--- src/rtl/gpio6_pkg.sv ---
package gpio6_pkg;
  localparam int PORT_W = 6;
  localparam int REG_W  = 8;

  typedef enum logic [2:0] {
    OSC_LP     = 3'd0,
    OSC_XT     = 3'd1,
    OSC_HS     = 3'd2,
    OSC_EC     = 3'd3,
    OSC_INT_IO = 3'd4,
    OSC_INT_CK = 3'd5,
    OSC_RC_IO  = 3'd6,
    OSC_RC_CK  = 3'd7
  } osc_mode_e;

  function automatic logic is_xtal(input logic [2:0] mode);
    return (mode == OSC_LP) || (mode == OSC_XT) || (mode == OSC_HS);
  endfunction
endpackage

--- src/rtl/gpio6_sync.sv ---
module gpio6_sync #(
  parameter int WIDTH  = 6,
  parameter int STAGES = 2
) (
  input  logic             clk_i,
  input  logic             rst_ni,
  input  logic [WIDTH-1:0] d_i,
  output logic [WIDTH-1:0] q_o
);
  logic [WIDTH-1:0] stage_q [STAGES];

  always_ff @(posedge clk_i or negedge rst_ni) begin
    if (!rst_ni) begin
      for (int s = 0; s < STAGES; s++) stage_q[s] <= '0;
    end else begin
      stage_q[0] <= d_i;
      for (int s = 1; s < STAGES; s++) stage_q[s] <= stage_q[s-1];
    end
  end

  assign q_o = stage_q[STAGES-1];
endmodule

--- src/rtl/gpio6_slice.sv ---
module gpio6_slice #(
  parameter bit INPUT_ONLY = 1'b0,
  parameter bit XTAL_PIN   = 1'b0,
  parameter bit MCLR_PIN   = 1'b0
) (
  input  logic clk_i,
  input  logic rst_ni,
  input  logic dir_we_i,
  input  logic data_we_i,
  input  logic wbit_i,
  input  logic xtal_mode_i,
  input  logic mclr_en_i,
  input  logic analog_i,
  input  logic pin_sync_i,
  output logic dir_rd_o,
  output logic data_rd_o,
  output logic oe_o,
  output logic out_o
);
  logic dir_q;
  logic latch_q;
  logic dir_eff;

  always_ff @(posedge clk_i or negedge rst_ni) begin
    if (!rst_ni)       dir_q <= 1'b1;
    else if (dir_we_i) dir_q <= wbit_i;
  end

  // latch has no reset: its value after power-up is undefined
  always_ff @(posedge clk_i) begin
    if (data_we_i) latch_q <= wbit_i;
  end

  always_comb begin
    dir_eff = dir_q;
    if (XTAL_PIN && xtal_mode_i) dir_eff = 1'b1;
    if (INPUT_ONLY)              dir_eff = 1'b1;
  end

  assign dir_rd_o  = dir_eff;
  assign oe_o      = ~dir_eff;
  assign out_o     = latch_q;
  assign data_rd_o = pin_sync_i & ~analog_i & ~(MCLR_PIN & mclr_en_i);
endmodule

--- src/rtl/gpio6_regif.sv ---
module gpio6_regif
  import gpio6_pkg::*;
#(
  parameter int              ADDR_W    = 3,
  parameter logic [ADDR_W-1:0] DATA_ADDR = 3'd0,
  parameter logic [ADDR_W-1:0] DIR_ADDR  = 3'd5
) (
  input  logic [ADDR_W-1:0] addr_i,
  input  logic              we_i,
  input  logic [REG_W-1:0]  wdata_i,
  input  logic [PORT_W-1:0] dir_rd_i,
  input  logic [PORT_W-1:0] data_rd_i,
  output logic              data_we_o,
  output logic              dir_we_o,
  output logic [PORT_W-1:0] wbits_o,
  output logic [REG_W-1:0]  rdata_o
);
  localparam int PAD_W = REG_W - PORT_W;

  logic sel_data, sel_dir;
  logic [PAD_W-1:0] unused_hi;

  assign sel_data  = (addr_i == DATA_ADDR);
  assign sel_dir   = (addr_i == DIR_ADDR);
  assign data_we_o = we_i & sel_data;
  assign dir_we_o  = we_i & sel_dir;
  assign wbits_o   = wdata_i[PORT_W-1:0];
  assign unused_hi = wdata_i[REG_W-1:PORT_W];

  always_comb begin
    rdata_o = '0;
    if (sel_data)     rdata_o = {{PAD_W{1'b0}}, data_rd_i};
    else if (sel_dir) rdata_o = {{PAD_W{1'b0}}, dir_rd_i};
  end
endmodule

--- src/rtl/gpio6_port.sv ---
module gpio6_port
  import gpio6_pkg::*;
#(
  parameter int                ADDR_W      = 3,
  parameter logic [ADDR_W-1:0] DATA_ADDR   = 3'd0,
  parameter logic [ADDR_W-1:0] DIR_ADDR    = 3'd5,
  parameter int                SYNC_STAGES = 2,
  parameter int                IN_PIN      = 3,
  parameter int                XTAL_LO     = 4,
  parameter int                XTAL_HI     = 5
) (
  input  logic              clk_i,
  input  logic              rst_ni,
  input  logic [ADDR_W-1:0] addr_i,
  input  logic              we_i,
  input  logic [7:0]        wdata_i,
  output logic [7:0]        rdata_o,
  input  logic [2:0]        osc_mode_i,
  input  logic              mclr_en_i,
  input  logic [5:0]        analog_i,
  input  logic [5:0]        pad_in_i,
  output logic [5:0]        pad_oe_o,
  output logic [5:0]        pad_out_o
);
  logic [PORT_W-1:0] pin_sync;
  logic [PORT_W-1:0] dir_rd, data_rd, wbits;
  logic              data_we, dir_we, xtal_mode;

  assign xtal_mode = is_xtal(osc_mode_i);

  gpio6_sync #(.WIDTH(PORT_W), .STAGES(SYNC_STAGES)) u_sync (
    .clk_i  (clk_i),
    .rst_ni (rst_ni),
    .d_i    (pad_in_i),
    .q_o    (pin_sync)
  );

  gpio6_regif #(.ADDR_W(ADDR_W), .DATA_ADDR(DATA_ADDR), .DIR_ADDR(DIR_ADDR)) u_regif (
    .addr_i    (addr_i),
    .we_i      (we_i),
    .wdata_i   (wdata_i),
    .dir_rd_i  (dir_rd),
    .data_rd_i (data_rd),
    .data_we_o (data_we),
    .dir_we_o  (dir_we),
    .wbits_o   (wbits),
    .rdata_o   (rdata_o)
  );

  for (genvar i = 0; i < PORT_W; i++) begin : g_pin
    gpio6_slice #(
      .INPUT_ONLY (i == IN_PIN),
      .XTAL_PIN   ((i == XTAL_LO) || (i == XTAL_HI)),
      .MCLR_PIN   (i == IN_PIN)
    ) u_slice (
      .clk_i       (clk_i),
      .rst_ni      (rst_ni),
      .dir_we_i    (dir_we),
      .data_we_i   (data_we),
      .wbit_i      (wbits[i]),
      .xtal_mode_i (xtal_mode),
      .mclr_en_i   (mclr_en_i),
      .analog_i    (analog_i[i]),
      .pin_sync_i  (pin_sync[i]),
      .dir_rd_o    (dir_rd[i]),
      .data_rd_o   (data_rd[i]),
      .oe_o        (pad_oe_o[i]),
      .out_o       (pad_out_o[i])
    );
  end
endmodule

--- config.mk ---
export PLATFORM = sky130hd
export DESIGN_NAME = gpio6_port
export DESIGN_NICKNAME = d
export VERILOG_FILES = /design/src/rtl/gpio6_pkg.sv /design/src/rtl/gpio6_sync.sv /design/src/rtl/gpio6_slice.sv /design/src/rtl/gpio6_regif.sv /design/src/rtl/gpio6_port.sv
export SDC_FILE = /design/constraint.sdc
export NUM_CORES = 1
export LEC_CHECK = 0
export BUFFER_PORTS_ARGS = -buffer_cell sky130_fd_sc_hd__clkbuf_2
export CAP_MARGIN = 20
export CORE_MARGIN = 5
export CORE_UTILIZATION = 47
export DETAILED_ROUTE_END_ITERATION = 6
export HOLD_SLACK_MARGIN = 0.1
export MAX_ROUTING_LAYER = met4
export PLACE_DENSITY = 0.91
export SLEW_MARGIN = 10
export SYNTH_ARGS = -nofsm -noshare
export SYNTH_HDL_FRONTEND = slang
export SYNTH_SLANG_ARGS = --single-unit
--- constraint.sdc ---
create_clock -name clk_i -period 1.55 [get_ports clk_i]
set_input_delay 0.0775 -clock clk_i [delete_from_list [all_inputs] [get_ports clk_i]]
set_output_delay 0.0775 -clock clk_i [all_outputs]
set_load 0.02 [all_outputs]
Word-level counts from Yosys, hierarchy flattened
Index checks and enable logic that the tools add are counted.

cells by class
  equality and inequality tests = 3
  bitwise gates (word level) = 21
  multiplexer cells = 4
  reductions and logical operators = 4

operator list
  operator                                       count
  inverter 1 bit                                 12
  AND 1 bit                                      9
  2-to-1 mux 8 bit                               1
  logical NOT 3 bit                              2
  2-to-1 mux 6 bit                               1
  == test 3 x 1 -> 1 bit, second input constant  1
  == test 3 x 2 -> 1 bit, second input constant  1
  == test 3 bit, second input constant           1
  logical OR 1 bit                               2
  2-to-1 mux 1 bit                               2

word-level totals
  word-level logic and storage cells = 45
  flip-flop bits (word level) = 23
  input bits = 30
  output and inout bits = 20

Longest topological paths before layout
Gate-level depths: netlist of run 1.

  depth after elaboration = 6
  mapped depth = 4
  depth with buffers taken out = 3

Hierarchy
Synthesis of run 1 repeated with hierarchy kept, for this count alone.

second synthesis, totals
  cell total of the unflattened synthesis = 87
  area, all modules = 1048.5 um^2

by module, submodules not included
  module                               cells an instance  sequential area each (um^2)  times used  area each (um^2)
  gpio6_sync                           18                 300.3                        1           345.3
  gpio6_slice at g_pin[0].u_slice ...  5                  56.3                         3           81.3
  gpio6_regif                          35                 0.0                          1           210.2
  gpio6_slice at g_pin[4].u_slice ...  6                  56.3                         2           87.6
  gpio6_slice at g_pin[3].u_slice      6                  30.0                         1           65.1
  gpio6_port                           1                  0.0                          1           8.8

Worst setup path before layout of run 1
Ideal clock, no wire load.

  path type = input to register
  start = in addr_i[1]
  end = reg g_pin[0].u_slice.latch_q (enable)
  slack = 0.118 ns
  setup time = 0.388 ns
  stages = 2
  arrival = 1.044 ns
  required time = 1.162 ns
  path buffers = 1
  cell sequence = clkbuf_1 nor4b_1

on the way
  cells in the longest elaborated chain, start to end = 2

ends and longest elaborated chain
  item                  line               text
  from (decl)           gpio6_port.sv:14   input logic [ADDR_W-1:0] addr_i,
  logical NOT 3 bit     gpio6_regif.sv:23  assign sel_data = (addr_i == DATA_ADDR);
  AND 1 bit             gpio6_regif.sv:25  assign data_we_o = we_i & sel_data;
  net data_we           gpio6_port.sv:27   logic data_we, dir_we, xtal_mode;
  to (signal assigned)  gpio6_slice.sv:31  if (data_we_i) latch_q <= wbit_i;
  to (decl)             gpio6_slice.sv:21  logic latch_q;

The timed path passes the listed nets, and every way through them passes these cells.
A chain may end at the register's enable or synchronous reset.

Worst setup path in the final report of run 1
  start = reg g_pin[4].u_slice.dir_q
  end = out rdata_o[4]

on the way
  cells in the longest elaborated chain, start to end = 3

ends and longest elaborated chain
  item                    line               text
  from (decl)             gpio6_slice.sv:20  logic dir_q;
  from (signal assigned)  gpio6_slice.sv:26  else if (dir_we_i) dir_q <= wbit_i;
  2-to-1 mux 1 bit        gpio6_slice.sv:36  if (XTAL_PIN && xtal_mode_i) dir_eff = 1'b1;
  2-to-1 mux 6 bit        gpio6_regif.sv:33  else if (sel_dir) rdata_o = {{PAD_W{1'b0}}, dir_rd_i};
  2-to-1 mux 8 bit        gpio6_regif.sv:32  if (sel_data) rdata_o = {{PAD_W{1'b0}}, data_rd_i};
  to (decl)               gpio6_port.sv:17   output logic [7:0] rdata_o,

Every way passes these cells.

==> results.yml, run 1 <==
floorplan:
  start_util_pct: 49.5
  core_area_um2: 1960
  die_w_um: 55.5
  die_area_um2: 3070
  ios: 50
  dieHeight_um: 55.5
  rows: 16
power:
  swShare_pct: 26.3
  switchingPower_w: 0.000328
  max-vdd-ir-drop_mv: 0.810
  power_leakage_nw: 0.643
  combPwrFrac_pct: 20.8
  powerDensity_nw_per_um2: 977
  seqPwrFrac_pct: 58.1
  clkPwrFrac_pct: 21.0
  internal_power_w: 0.000920
clocking:
  clkTransAtPathRegs_ns: 0.12
  ctsResizeCount: 0
  cts-root-buf: "clkbuf_4"
  post_cts_buffers: 0
  clock_latency_ns: 0.29
  cts.htree.levels: 1
  cts_max_path_buffers: 2
  clock_sinks: 23
  cts_buffers: 3
  hold_buffers: 13
  cts_tree: "done"
sta:
  hold_viol: 0
  rsz0062_at_grt: "no"
  final_max_slew_viol_count: 0
  finClkSkew_ns: 0.000354
  setup_tns_ns: 0
  post-route-period-util_pct: 90.7
  timing.fmax_ghz: 0.711
  setup_viol: 0
  finalCriticalPeriod_ns: 1.41
drt:
  drtIter0Drc: 12
  wirelength_um: 1870
  via_per_inst: 4.47
  ant_nets: 0
  first_pass_iters: 4
  drc: 0
  route.vias.total: 661
  drt-wirelength-per-cell_um: 12.6
logic_synthesis:
  synth.distinct_cells: 18
  mappedNetlistArea_um2: 971
  synth-edff-count: 6
  ys_top_cells_by_area: "dfrtp_1 31%, edfxtp_1 19%, dfstp_2 14%"
  syn_inst: 73
  ys_seq_elements: 23
  syn_area_per_cell_um2: 13.3
  yosysMostFrequentCell: "buf_4"
  synth_flop_cell: "dfrtp_1"
  synth.top_cell.area_share_pct: 30.9
  yosysTopAreaCell: "dfrtp_1"
  yosysWarnings: 0
  synthArstFlopShare_pct: 73.9
  yosys-top-cells-count: "14 x buf_4, 12 x dfrtp_1, 8 x nor2_1"
  yosysSeqAreaShare_pct: 63.0
global_routing:
  grt_antenna_before_repair: 0
  grt-ovfl-total: 0
  grt_pass1_vias: 701
  grt_max_degree: 18
  grt_usage_pct: 12.9
  grt_pass1_wl_um: 3110
final_layout:
  drive_above_1_share_pct: 48.8
  num-fill-cells: 167
  postLayoutCoreUtil_pct: 65.1
  antenna_cells: 0
  syn_to_final_growth_pct: 31.4
  nets: 152
  final-seq-area_um2: 612
  multiInputGateArea_um2: 224
flow_run:
  max-cap-violations: 0
hold_path:
  hold_class: "input port to flop"
worst_setup_path:
  crit_required_ns: 1.47
  cp-end-kind: "primary output"
  cp-start-kind: "flop"
  critPathSlowestCell: "dfstp_2"
  slowest_delay_ns: 0.56
  path_class: "flop to primary output"
  cp_cell_sequence: "o21ai_0 -> a21oi_1 -> clkbuf_2"
  arrival_ns: 1.33
  cp_max_fo: 3
placement:
  dp_hpwl_um: 1420
  io_buffer_count: 44
  gp_congestion: 0.745
run_status:
  status: "finished clean"
-- final cells by class --
type / instances / share of cell area [%]
timing repair buffer: 58 / 28.0
sequential: 23 / 47.9
clock buffer: 4 / 2.06
multi-input combinational: 30 / 17.5
inverter: 6 / 1.76
tap: 27 / 2.65
-- critical path, delay by kind of cell (launching register included) --
family,cells,cell delay [ns]
compound gates,2,0.27
buf+inv,1,0.20
flops,1,0.56
-- state kept, by name (all words and copies together) (netlist names) --
signal and count:
g_pin.u_slice.dir_rd_o 3, g_pin.u_slice.out_o 6, u_sync.q_o 6, g_pin.u_slice.dir_q 2
u_sync.stage_q 6
-- cell families (layout without fill, tap and decap cells) --
| logic type | Yosys count | in the layout | synth area share, % |
|---|---|---|---|
| multiplexers | 5 | 5 | 7.73 |
| flip-flops | 23 | 23 | 63.0 |
| buffers and inverters | 22 | 68 | 14.7 |
| AO/OA/AOI/OAI | 9 | 9 | 5.93 |
| other | 1 | 3 | 0.386 |
| AND/OR/NAND/NOR | 13 | 13 | 8.25 |
-- metal layers --
metal	track usage (%)	share of wire (%)	vias to the layer above
met3	3.96	6.9	0
met1	13.5	36	310
met5	-	0	-
met4	3.13	0	0
li1	-	-	321
met2	23.6	57	30
-- per-stage QoR --
step / std cells / total power [W] / hold slack, ns / setup slack (ns) / cell area (um^2)
floorplan: 75 / 0.000918 / -0.218 / 0.118 / 978
global placement: 131 / 0.000962 / 0.00746 / 0.490 / 1120
detailed placement: 131 / 0.000969 / 0.0195 / 0.460 / 1120
CTS: 148 / 0.00126 / 0.194 / 0.126 / 1280
global route: 148 / 0.00131 / 0.190 / 0.0822 / 1280
finish: 148 / 0.00125 / 0.202 / 0.144 / 1280
-- power by group through the flow --
stage | Clock (W) | Combinational, W | Sequential [W]
after floorplan | 0 | 0.000194 | 0.000724
after global placement | 0 | 0.000230 | 0.000732
after detailed placement | 0 | 0.000234 | 0.000734
after CTS | 0.000269 | 0.000262 | 0.000726
after global routing | 0.000296 | 0.000280 | 0.000731
final | 0.000262 | 0.000260 | 0.000725
-- path summary, 6_finish.rpt --
path                       slack, ns  depth (start not counted)                        end                       from
setup / recovery                0.14                          3                 rdata_o[4]     g_pin[4].u_slice.dir_q
hold / removal                  0.20                          3     g_pin[4].u_slice.dir_q                       we_i
setup reg to reg                0.79                          1  g_pin[1].u_slice.dir_rd_o  g_pin[1].u_slice.dir_rd_o
hold reg to reg                 0.36                          0              u_sync.q_o[2]          u_sync.stage_q[8]
max in group asynchronous       1.00                          2     g_pin[5].u_slice.dir_q                     rst_ni
min in group asynchronous       0.22                          2          u_sync.stage_q[6]                     rst_ni
-- cell usage in the layout, fill, tap and decap left out --
cell	instances
clkbuf_1	1
a32oi_1	3
nand3b_1	2
nand3b_4	1
edfxtp_1	6
dfstp_2	5
a31oi_1	1
o21ai_0	2
mux2_4	5
conb_1	3
nor2_1	8
a21oi_1	3
buf_4	1
nor4b_1	1
clkbuf_4	3
dfrtp_1	12
inv_1	6
dlygate4sd3_1	13
and2_1	1
clkbuf_2	44
Power figures use the tool's default switching activity.
==> run 2, diff against run 1 <==
Settings changed: CORE_ASPECT_RATIO set to 1.2.
==> run 2 against run 1 <==
  * Clock skew increased by 0.0014 ns
  * Core utilization decreased by 2.5 points
  * Wire length decreased by 4.9%
  * Combinational power is 2% lower
  * Via count grew 0.76%
  * Worst setup slack better by 0.040 ns
  * Power decreased by 0.96%
==> results.yml, run 2 (synthesized netlist as in run 1, its figures left out) <==
run_status:
  status: "finished clean"
sta:
  timing.final.ws_setup_ns: 0.184
  finalCriticalPeriod_ns: 1.37
  hold_viol: 0
  finClkSkew_ns: 0.00176
  timing.fmax_ghz: 0.732
  rsz0062_at_grt: "no"
  hold_slack_ns: 0.207
  final_max_slew_viol_count: 0
  setup_viol: 0
  setup_tns_ns: 0
  post-route-period-util_pct: 88.1
floorplan:
  rows: 18
  start_util_pct: 47.9
  die_area_um2: 3080
  ios: 50
  dieHeight_um: 59.8
  core_area_um2: 2030
  die_w_um: 51.5
clocking:
  cts_max_path_buffers: 2
  cts.htree.levels: 1
  ctsResizeCount: 0
  clock_sinks: 23
  clkTransAtPathRegs_ns: 0.11
  cts_tree: "done"
  cts-root-buf: "clkbuf_4"
  clock_latency_ns: 0.29
  cts_buffers: 3
worst_setup_path:
  path_class: "flop to primary output"
  crit_required_ns: 1.47
  cp-start-kind: "flop"
  arrival_ns: 1.29
  cp_max_fo: 3
  cp-end-kind: "primary output"
final_layout:
  syn_to_final_growth_pct: 30.5
  nets: 152
  final_cell_mix: "44 x clkbuf_2, 13 x dlygate4sd3_1, 12 x dfrtp_1"
  antenna_cells: 0
  fin_area_um2: 1270
  postLayoutCoreUtil_pct: 62.5
  layout_commonest_cell: "clkbuf_2"
  drive_above_1_share_pct: 48.8
drt:
  drtIter0Drc: 7
  first_pass_iters: 4
  via_per_inst: 4.72
  wirelength_um: 1780
  drc: 0
  ant_nets: 0
  drt-wirelength-per-cell_um: 12.6
  met1_length_um: 691
  route.vias.total: 666
  met3_wirelength_um: 100
  top_layer: "met4"
  routed-wl-met2_um: 967
global_routing:
  grt_pass1_vias: 668
  grt_usage_pct: 13.1
  grt_pass1_wl_um: 2920
  grt-ovfl-total: 0
  grt_antenna_before_repair: 0
  grt_max_degree: 18
flow_run:
  max-cap-violations: 0
power:
  max-vdd-ir-drop_mv: 0.654
  powerDensity_nw_per_um2: 975
  power_leakage_nw: 0.643
placement:
  gp_congestion: 0.775
  dp_hpwl_um: 1470
  io_buffer_count: 44
  place_ws_ns: 0.492
  dpl-instance-area_um2: 1110
hold_path:
  hold_class: "input port to flop"
[run 2: cell counts in the layout (fill, tap and decap cells not counted)]
Identical to the previous run, type by type.
[run 2: cell type report]
type / instances / area, um^2
clock buffer: 4 / 26.3
fill: 165 / 759
multi-input combinational: 30 / 224
sequential: 23 / 612
timing repair buffer: 58 / 358
inverter: 6 / 22.5
tap: 20 / 25.0
[run 2: path summary, 6_finish.rpt]
kind | depth (start not counted) | start | end | slack [ns]
worst max-delay path | 3 | g_pin[4].u_slice.dir_q | rdata_o[4] | 0.18
worst min-delay path | 3 | we_i | g_pin[2].u_slice.dir_rd_o | 0.21
worst max register to register | 1 | g_pin[1].u_slice.dir_rd_o | g_pin[1].u_slice.dir_rd_o | 0.79
worst min register to register | 0 | u_sync.stage_q[7] | u_sync.q_o[1] | 0.36
max in group asynchronous | 2 | rst_ni | g_pin[5].u_slice.dir_q | 1.00
min in group asynchronous | 2 | rst_ni | u_sync.stage_q[6] | 0.23
[run 2: critical path, stage by stage (launching register included)]
cell      delay, ns
dfstp_2        0.56
o21ai_0        0.09
a21oi_1        0.16
clkbuf_2       0.19
[run 2: routing by layer]
| layer | track usage, % | vias to the layer above |
|---|---|---|
| li1 | - | 325 |
| met1 | 15.9 | 312 |
| met2 | 22.2 | 27 |
| met3 | 2.24 | 2 |
| met4 | 4.49 | 0 |
| met5 | - | - |
[run 2: what timing repair did]
item,4_1_cts,5_1_grt
setup buffers,0,0
hold endpoints to repair,34,0
hold buffers,13,0
[run 2: power by group]
part	internal [W]	switching, W
registers	0.000694	0.0000309
logic	0.000126	0.000130
clock network	0.0000999	0.000155
total	0.000919	0.000316
[run 2: through the flow]
stage / power [W] / std cells
5_1_grt: 0.00130 / 141
2_1_floorplan: 0.000918 / 75
6_report: 0.00124 / 141
3_3_place_gp: 0.000959 / 124
3_5_place_dp: 0.000970 / 124
4_1_cts: 0.00125 / 141
==> run 3, diff against run 2 <==
--- a/config.mk
+++ b/config.mk
@@ -20 +20,2 @@
 export SYNTH_SLANG_ARGS = --single-unit
+export TNS_END_PERCENT = 5
==> constraint.sdc (replaced) <==
create_clock -name clk_i -period 1.55 [get_ports clk_i]
set_input_delay 0.2325 -clock clk_i [delete_from_list [all_inputs] [get_ports clk_i]]
set_output_delay 0.2325 -clock clk_i [all_outputs]
set_load 0.02 [all_outputs]
==> run 3 against run 2 <==
  * Largest power group unchanged
  * Worst setup slack worse by 0.13 ns
  * Count of clock-buffer cells in the layout stayed put
  * Combinational power is 4% higher
  * Critical endpoint is now rdata_o[5]
==> results.yml, run 3 (synthesized netlist as in run 1, its figures left out) <==
clocking:
  cts.htree.levels: 1
  cts_tree: "done"
  clock_latency_ns: 0.31
  cts_max_path_buffers: 2
  cts_buffers: 3
  clock_sinks: 23
  cts-root-buf: "clkbuf_4"
  clkTransAtPathRegs_ns: 0.12
floorplan:
  core_area_um2: 2030
  start_util_pct: 47.9
  rows: 18
  ios: 50
  die_w_um: 51.5
  die_area_um2: 3080
  dieHeight_um: 59.8
drt:
  route.vias.total: 690
  via_per_inst: 4.93
  drc: 0
  drt-wirelength-per-cell_um: 13.5
  ant_nets: 0
  drtIter0Drc: 31
  wirelength_um: 1900
  first_pass_iters: 4
global_routing:
  grt_antenna_before_repair: 0
  grt_usage_pct: 14.1
  grt_max_degree: 18
  grt_pass1_vias: 707
  grt-ovfl-total: 0
  grt_pass1_wl_um: 3020
worst_setup_path:
  cp_cell_sequence: "o21ai_1 -> a21oi_1 -> buf_4"
  r2r_slack_ns: 0.72
  arrival_ns: 1.26
  r2r-start: "g_pin[4].u_slice.dir_q"
  critPathSlowestCell: "dfstp_2"
  cp_max_fo: 3
  cp-end-kind: "primary output"
  ff2ff_path_depth: 2
  cp-start-kind: "flop"
  slowest_delay_ns: 0.57
  r2r-end: "g_pin[4].u_slice.dir_q"
  path_class: "flop to primary output"
  crit_required_ns: 1.32
final_layout:
  drive_above_1_share_pct: 50.8
  syn_to_final_growth_pct: 30.4
  fin_cells: 140
  nets: 151
  multiInputGateArea_um2: 230
  layout_commonest_cell: "clkbuf_2"
  num-fill-cells: 162
  antenna_cells: 0
  final-seq-area_um2: 612
  postLayoutCoreUtil_pct: 62.5
  final_cell_mix: "42 x clkbuf_2, 12 x dfrtp_1, 11 x dlygate4sd3_1"
hold_path:
  whs_path_depth: 1
  hold_path_end: "g_pin[4].u_slice.out_o"
  hold_class: "input port to flop"
  min-delay-start: "wdata_i[4]"
placement:
  io_buffer_count: 44
  gp_congestion: 0.699
  dp_hpwl_um: 1470
  placedCellCount: 124
sta:
  finClkSkew_ns: 0.000328
  rsz0062_at_grt: "no"
  setup_tns_ns: 0
  timing.fmax_ghz: 0.670
  setup_viol: 0
  post-route-period-util_pct: 96.3
  finalCriticalPeriod_ns: 1.49
  final_max_slew_viol_count: 0
  hold_viol: 0
power:
  seqPwrFrac_pct: 57.3
  internal_power_w: 0.000926
  combPwrFrac_pct: 21.1
  max-vdd-ir-drop_mv: 0.563
  swShare_pct: 26.5
  clkPwrFrac_pct: 21.6
  switchingPower_w: 0.000334
  powerDensity_nw_per_um2: 995
  power_leakage_nw: 0.643
run_status:
  status: "finished clean"
flow_run:
  max-cap-violations: 0
[run 3: cell types whose count changed in the layout (fill, tap and decap cells not counted), sizes merged]
cell and change:
buf +3, clkbuf -2, dlygate4sd3 -2
[run 3: final cells by class]
type                    count  share of cell area [%]
flip-flops and latches     23                    48.3
repair buffers             57                    27.7
multi-input cells          30                    18.2
clock buffers               4                    2.08
well taps                  20                    1.98
inverters                   6                    1.78
[run 3: metal layers]
| metal | global-route usage, % | wire [um] | vias up |
|---|---|---|---|
| met5 | - | 0 | - |
| met4 | 7.87 | 40 | 0 |
| met3 | 4.49 | 163 | 5 |
| met2 | 24.9 | 1050 | 29 |
| met1 | 13.3 | 638 | 336 |
| li1 | - | - | 320 |
[run 3: worst max-delay path by stage]
stage | end | from | slack [ns]
2_1_floorplan | g_pin[0].u_slice.out_o | addr_i[1] | 0.24
3_5_place_dp | rdata_o[4] | addr_i[2] | 0.16
6_report | rdata_o[5] | g_pin[5].u_slice.dir_q | 0.06
3_3_place_gp | rdata_o[5] | addr_i[2] | 0.21
5_1_grt | rdata_o[5] | g_pin[5].u_slice.dir_q | 0.002
4_1_cts | rdata_o[5] | g_pin[5].u_slice.dir_q | 0.003
[run 3: power groups by stage]
stage	registers, W	logic (W)	clock network, W
2_1_floorplan	0.000724	0.000194	0
3_3_place_gp	0.000733	0.000227	0
3_5_place_dp	0.000734	0.000234	0
4_1_cts	0.000722	0.000261	0.000278
5_1_grt	0.000730	0.000287	0.000310
6_report	0.000722	0.000266	0.000272
[run 3: repair_timing]
item / in CTS / in global routing
buffers inserted: 1 / 0
endpoints found under the hold margin: 19 / 3
hold buffers: 8 / 3
gates resized for setup: 1 / 5
endpoints found under the setup margin: 1 / 2
pin swaps: 0 / 2
[run 3: stage by stage]
step / setup slack, ns / power [W] / area (um^2) / hold WS (ns)
after global placement: 0.209 / 0.000960 / 1120 / 0.165
after global routing: 0.00169 / 0.00133 / 1270 / 0.105
after CTS: 0.00298 / 0.00126 / 1230 / 0.102
after detailed placement: 0.157 / 0.000968 / 1120 / 0.180
final: 0.0573 / 0.00126 / 1270 / 0.110
after floorplan: 0.243 / 0.000919 / 985 / -0.0631
[run 3: worst max-delay path, delay by kind of cell, from the launching register on]
kind	cells	cell delay [ns]
flops	1	0.57
compound gates	2	0.22
buf+inv	1	0.16
